<file path="config.mk">
export PLATFORM = sky130hd
export DESIGN_NAME = mcu_alu
export DESIGN_NICKNAME = d
export VERILOG_FILES = /design/src/rtl/mcu_alu.sv
export SDC_FILE = /design/constraint.sdc
export NUM_CORES = 1
export LEC_CHECK = 0
export ABC_CLOCK_PERIOD_IN_PS = 28800
export CORE_MARGIN = 3
export CORE_UTILIZATION = 35
export DETAILED_ROUTE_END_ITERATION = 6
export SLEW_MARGIN = 20
export SYNTH_ARGS = -nofsm -noshare
export SYNTH_HDL_FRONTEND = slang
export SYNTH_SLANG_ARGS = --single-unit
</file>
<file path="constraint.sdc">
create_clock -name vclk -period 28.8
set_input_delay 8.64 -clock vclk [all_inputs]
set_output_delay 8.64 -clock vclk [all_outputs]
set_load 0.01 [all_outputs]
</file>
<file path="src/rtl/mcu_alu.sv">
`timescale 1ns/1ps
module mcu_alu (
  input  logic [15:0] src,
  input  logic [15:0] dst,
  input  logic        cin,
  input  logic        byte_mode,
  input  logic [11:0] ctrl,
  input  logic [1:0]  unary_sel,
  output logic [15:0] res,
  output logic        res_we,
  output logic [3:0]  flg,
  output logic [3:0]  flg_we
);
  localparam int K_INV = 0, K_INC1 = 1, K_INCC = 2, K_ADD = 3, K_AND = 4, K_OR = 5;
  localparam int K_XOR = 6, K_DADD = 7, K_NZC = 8, K_ALL = 9, K_UNARY = 10, K_NOWR = 11;
  localparam int W = 16, NIB = W / 4;

  logic [W-1:0] opb;
  logic [1:0]   ci;
  logic [W:0]   sum_w;
  logic [8:0]   sum_b;
  logic [W-1:0] bcd, shv, raw;
  logic         bcd_c7, bcd_c15;
  logic         s_dadd, s_add, s_log, s_xor, s_sh, rot, keep_hi, nzc;
  logic         n_f, z_f, c_f, v_f, sd, so, sr;

  assign opb   = ctrl[K_INV] ? ~src : src;
  assign ci    = {1'b0, ctrl[K_INC1]} + {1'b0, ctrl[K_INCC] & cin};
  assign sum_w = {1'b0, dst} + {1'b0, opb} + {{(W-1){1'b0}}, ci};
  assign sum_b = {1'b0, dst[7:0]} + {1'b0, opb[7:0]} + {7'd0, ci};

  always_comb begin
    logic       c;
    logic [4:0] t;
    c = ctrl[K_INCC] & cin;
    bcd = '0;
    bcd_c7 = 1'b0;
    for (int i = 0; i < NIB; i++) begin
      t = {1'b0, dst[4*i +: 4]} + {1'b0, opb[4*i +: 4]} + {4'd0, c};
      if (t > 5'd9) begin
        t = t + 5'd6;
        c = 1'b1;
      end else begin
        c = 1'b0;
      end
      bcd[4*i +: 4] = t[3:0];
      if (i == 1) bcd_c7 = c;
    end
    bcd_c15 = c;
  end

  always_comb begin
    case (unary_sel)
      2'd0:    shv = byte_mode ? {8'h00, cin, opb[7:1]} : {cin, opb[15:1]};
      2'd1:    shv = byte_mode ? {8'h00, opb[7], opb[7:1]} : {opb[15], opb[15:1]};
      2'd2:    shv = {opb[7:0], opb[15:8]};
      default: shv = {{8{opb[7]}}, opb[7:0]};
    endcase
  end

  assign s_dadd  = ctrl[K_DADD];
  assign s_add   = ~s_dadd & ctrl[K_ADD];
  assign s_log   = ~s_dadd & ~ctrl[K_ADD] & (ctrl[K_AND] | ctrl[K_OR] | ctrl[K_XOR]);
  assign s_xor   = s_log & ~ctrl[K_AND] & ~ctrl[K_OR];
  assign s_sh    = ~s_dadd & ~ctrl[K_ADD] & ~s_log & ctrl[K_UNARY];
  assign rot     = s_sh & ~unary_sel[1];
  assign keep_hi = s_sh & unary_sel[1];
  assign nzc     = ctrl[K_NZC];

  always_comb begin
    if (s_dadd)             raw = bcd;
    else if (s_add)         raw = sum_w[W-1:0];
    else if (ctrl[K_AND])   raw = dst & opb;
    else if (ctrl[K_OR])    raw = dst | opb;
    else if (ctrl[K_XOR])   raw = dst ^ opb;
    else if (ctrl[K_UNARY]) raw = shv;
    else                    raw = opb;
  end

  assign res = (byte_mode & ~keep_hi) ? {8'h00, raw[7:0]} : raw;

  assign n_f = byte_mode ? res[7] : res[15];
  assign z_f = byte_mode ? (res[7:0] == 8'h00) : (res == 16'h0000);
  assign sd  = byte_mode ? dst[7] : dst[15];
  assign so  = byte_mode ? opb[7] : opb[15];
  assign sr  = n_f;

  always_comb begin
    if (nzc)         c_f = ~z_f;
    else if (s_dadd) c_f = byte_mode ? bcd_c7 : bcd_c15;
    else if (s_add)  c_f = byte_mode ? sum_b[8] : sum_w[W];
    else if (rot)    c_f = opb[0];
    else             c_f = ~z_f;
  end

  assign v_f    = nzc ? 1'b0 : s_add ? ((sd == so) & (sr != sd)) : s_xor ? (sd & so) : 1'b0;
  assign flg    = {v_f, n_f, z_f, c_f};
  assign flg_we = {4{ctrl[K_NZC] | ctrl[K_ALL]}};
  assign res_we = ~ctrl[K_NOWR];

  always_comb begin
    logic bcd_in_ok, bcd_out_ok;
    bcd_in_ok  = 1'b1;
    bcd_out_ok = 1'b1;
    for (int i = 0; i < NIB; i++) begin
      if (dst[4*i +: 4] > 4'd9 || opb[4*i +: 4] > 4'd9) bcd_in_ok = 1'b0;
      if (res[4*i +: 4] > 4'd9) bcd_out_ok = 1'b0;
    end
    p_reduced_c_r6: assert (!nzc || (flg[0] == ~flg[1]))
      else $error("reduced flag group C is not NOT Z");
    p_sub_carry_r3: assert (!(s_add && !nzc && !byte_mode && ctrl[K_INV] && ctrl[K_INC1] && !ctrl[K_INCC])
                            || (flg[0] == (dst >= src)))
      else $error("subtract carry does not match no-borrow");
    p_bcd_digits_r10: assert (!(s_dadd && !byte_mode && bcd_in_ok) || bcd_out_ok)
      else $error("decimal add produced a non-BCD digit");
    p_sxt_ext_r12: assert (!(s_sh && unary_sel == 2'd3) || (res[15:8] == {8{res[7]}}))
      else $error("sign extension upper byte wrong");
    p_byte_hi_r9: assert (!(byte_mode && !(s_sh && unary_sel[1])) || (res[15:8] == 8'h00))
      else $error("byte mode upper byte not cleared");
  end
endmodule

</file>
==> flow_summary.ini <==
[clock_network]
cts-resized-gates = 0
ctsHoldBuffers = 0
post_cts_buffers = 0

[synth]
yosys.area_share.simple_pct = 21.5
synthXorXnorAreaFrac_pct = 7.36
synth_top_area_share_pct = 15.8
synth-compound-area-share_pct = 35.8
synth_area_sq_mm = 0.00427
synth_warnings = 0
synthAdderAreaFrac_pct = 24.3
yosys.area.top_type = ha_1
synth_top_family_by_area = compound AO/OA/AOI/OAI gates
synth.avg_cell_area_sq_um = 7.23
ys_seq_area_share_pct = 0
syn_inst = 590
yosys-mux-area-fraction_pct = 0.616
yosysUniqueCellTypes = 81
synthTopCellsByArea = ha_1, fa_1, inv_1
syn-num-nets = 710

[hold_path]
whs_endpoint = res_we
min-delay-start = ctrl[11]
hp-class = primary input to primary output
hold_path_depth = 3

[drt]
wl_mm = 16.1
drtPass1Iterations = 4
drt_iter0_drc = 476
vias = 4807
drc_errors = 0
via_per_inst = 6.18
avgRoutedWirePerCell_microns = 20.7
postRouteAntennaNets = 0

[cells_and_area]
clkbuf_count = 0
area.growth.synth_to_final_pct = 18.0
drive_above_1_share_pct = 4.88
fill_cells = 1183
final_common_cell = clkdlybuf4s50_1
nets = 757
postLayoutCellArea_sq_mm = 0.00504
layout_common_cells = clkdlybuf4s50_1, inv_1, ha_1
n_antenna_cell = 0
n_sequential_cell = 0
final-seq-area_sq_um = 0
multi_input_area_sq_mm = 0.00382

[critical_path]
path_class = primary input to primary output
cp.required_ps = 20160
cp.arrival_ps = 18780
end_kind = primary output
critPathSlowestCell = clkdlybuf4s50_1
crit_fanout = 31
start_kind = primary input
cp_slowest_stage_delay_ps = 560
timing.critical_path.max_delay_family = adder cells
cp_common_cell = fa_1
cp_num_buf_inv = 6

[place]
dp_hpwl_mm = 13.0
post_dp_cell_area_sq_mm = 0.00504
pre_cts_slack_ps = 1500
globalplace.congestion = 0.973
numPortBuffers = 73

[power]
p_leak_nw = 2.13
powerDensity_mw_per_mm2 = 34.9
vdd_drop_max_uv = 19.0

[sta]
fmax_mhz = 36.5
slew_violations = 0
fin_ws_ps = 1380
worstMarginPinSlew_ps = 1050
finalSetupTns_ps = 0
post-route-period-util_pct = 95.2
hold_slack_ps = 18230
maxSlewHeadroom_pct = 29.3
fin_crit_ps = 27420
setup_violations = 0
hold_viol_final = 0
rsz0062_at_grt = false

[floorplanning]
die_area_sq_mm = 0.0136
start_util_pct = 36.6
io_pins = 73
coreArea_sq_mm = 0.0117
chipHeight_microns = 116
die_w_microns = 116
row_count = 39

[grt]
grt_pass1_wl_mm = 24.8
antenna_found_initial = 1
grt_usage_pct = 23.1
overflow = 0
grt_pass1_vias = 4532
grt_max_degree = 32

[outcome]
status = completed

[job]
maxCapViolations = 0
cells in the mapped netlist (all sizes together) (8+ instances only):
| library cell | instances |
|---|---|
| ha | 54 |
| a221o | 14 |
| nor3 | 12 |
| nand2 | 26 |
| o211ai | 14 |
| and2 | 8 |
| inv | 70 |
| fa | 18 |
| a21o | 9 |
| nand3 | 9 |
| a211oi | 12 |
| nand2b | 20 |
| xnor2 | 16 |
| a21oi | 46 |
| clkbuf | 16 |
| buf | 17 |
| and3 | 8 |
| nor2 | 37 |
| o21ai | 35 |
| o221ai | 11 |
| nor2b | 15 |
| a221oi | 10 |
| xor2 | 16 |
metrics by stage:
step | std cells | power, W | utilization, %
CTS | 778 | 0.000174 | 43.2
finish | 778 | 0.000176 | 43.2
detailed placement | 778 | 0.000172 | 43.2
global route | 778 | 0.000192 | 43.2
global placement | 778 | 0.000171 | 43.2
floorplan | 590 | 0.000117 | -
per-layer routing:
layer,track usage (%),share of wire (%),vias to the layer above
met2,37.0,45,213
li1,-,-,2271
met5,0,0.099,-
met3,2.64,7.9,37
met4,6.34,3.1,2
met1,32.7,44,2284
how the worst max path moves through the flow:
stage | startpoint | to | slack, ps | depth (start not counted)
final | ctrl[0] | flg[3] | 1380 | 37
after global routing | ctrl[0] | flg[3] | 760 | 37
after CTS | ctrl[0] | flg[3] | 1440 | 37
after detailed placement | ctrl[0] | flg[3] | 1500 | 37
after global placement | ctrl[0] | flg[3] | 1750 | 37
after floorplan | ctrl[0] | flg[3] | 3160 | 38
logic make-up after synthesis:
family          count (synthesis)
compound gates                214
simple gates                  166
buf+inv                       104
fa+ha+maj                      72
xor+xnor                       32
mux                             2
final cells by class:
type	instances	area share, %
well taps	143	3.55
inverters	71	5.29
repair buffers	78	15.3
multi-input cells	486	75.9
power breakdown:
group	switching, W	total [W]	leakage (nW)	internal, W
Clock	0	0	0	0
Sequential	0	0	0	0
Combinational	0.0000990	0.000176	2.13	0.0000766
No activity file was read; power rests on OpenSTA's default activity.
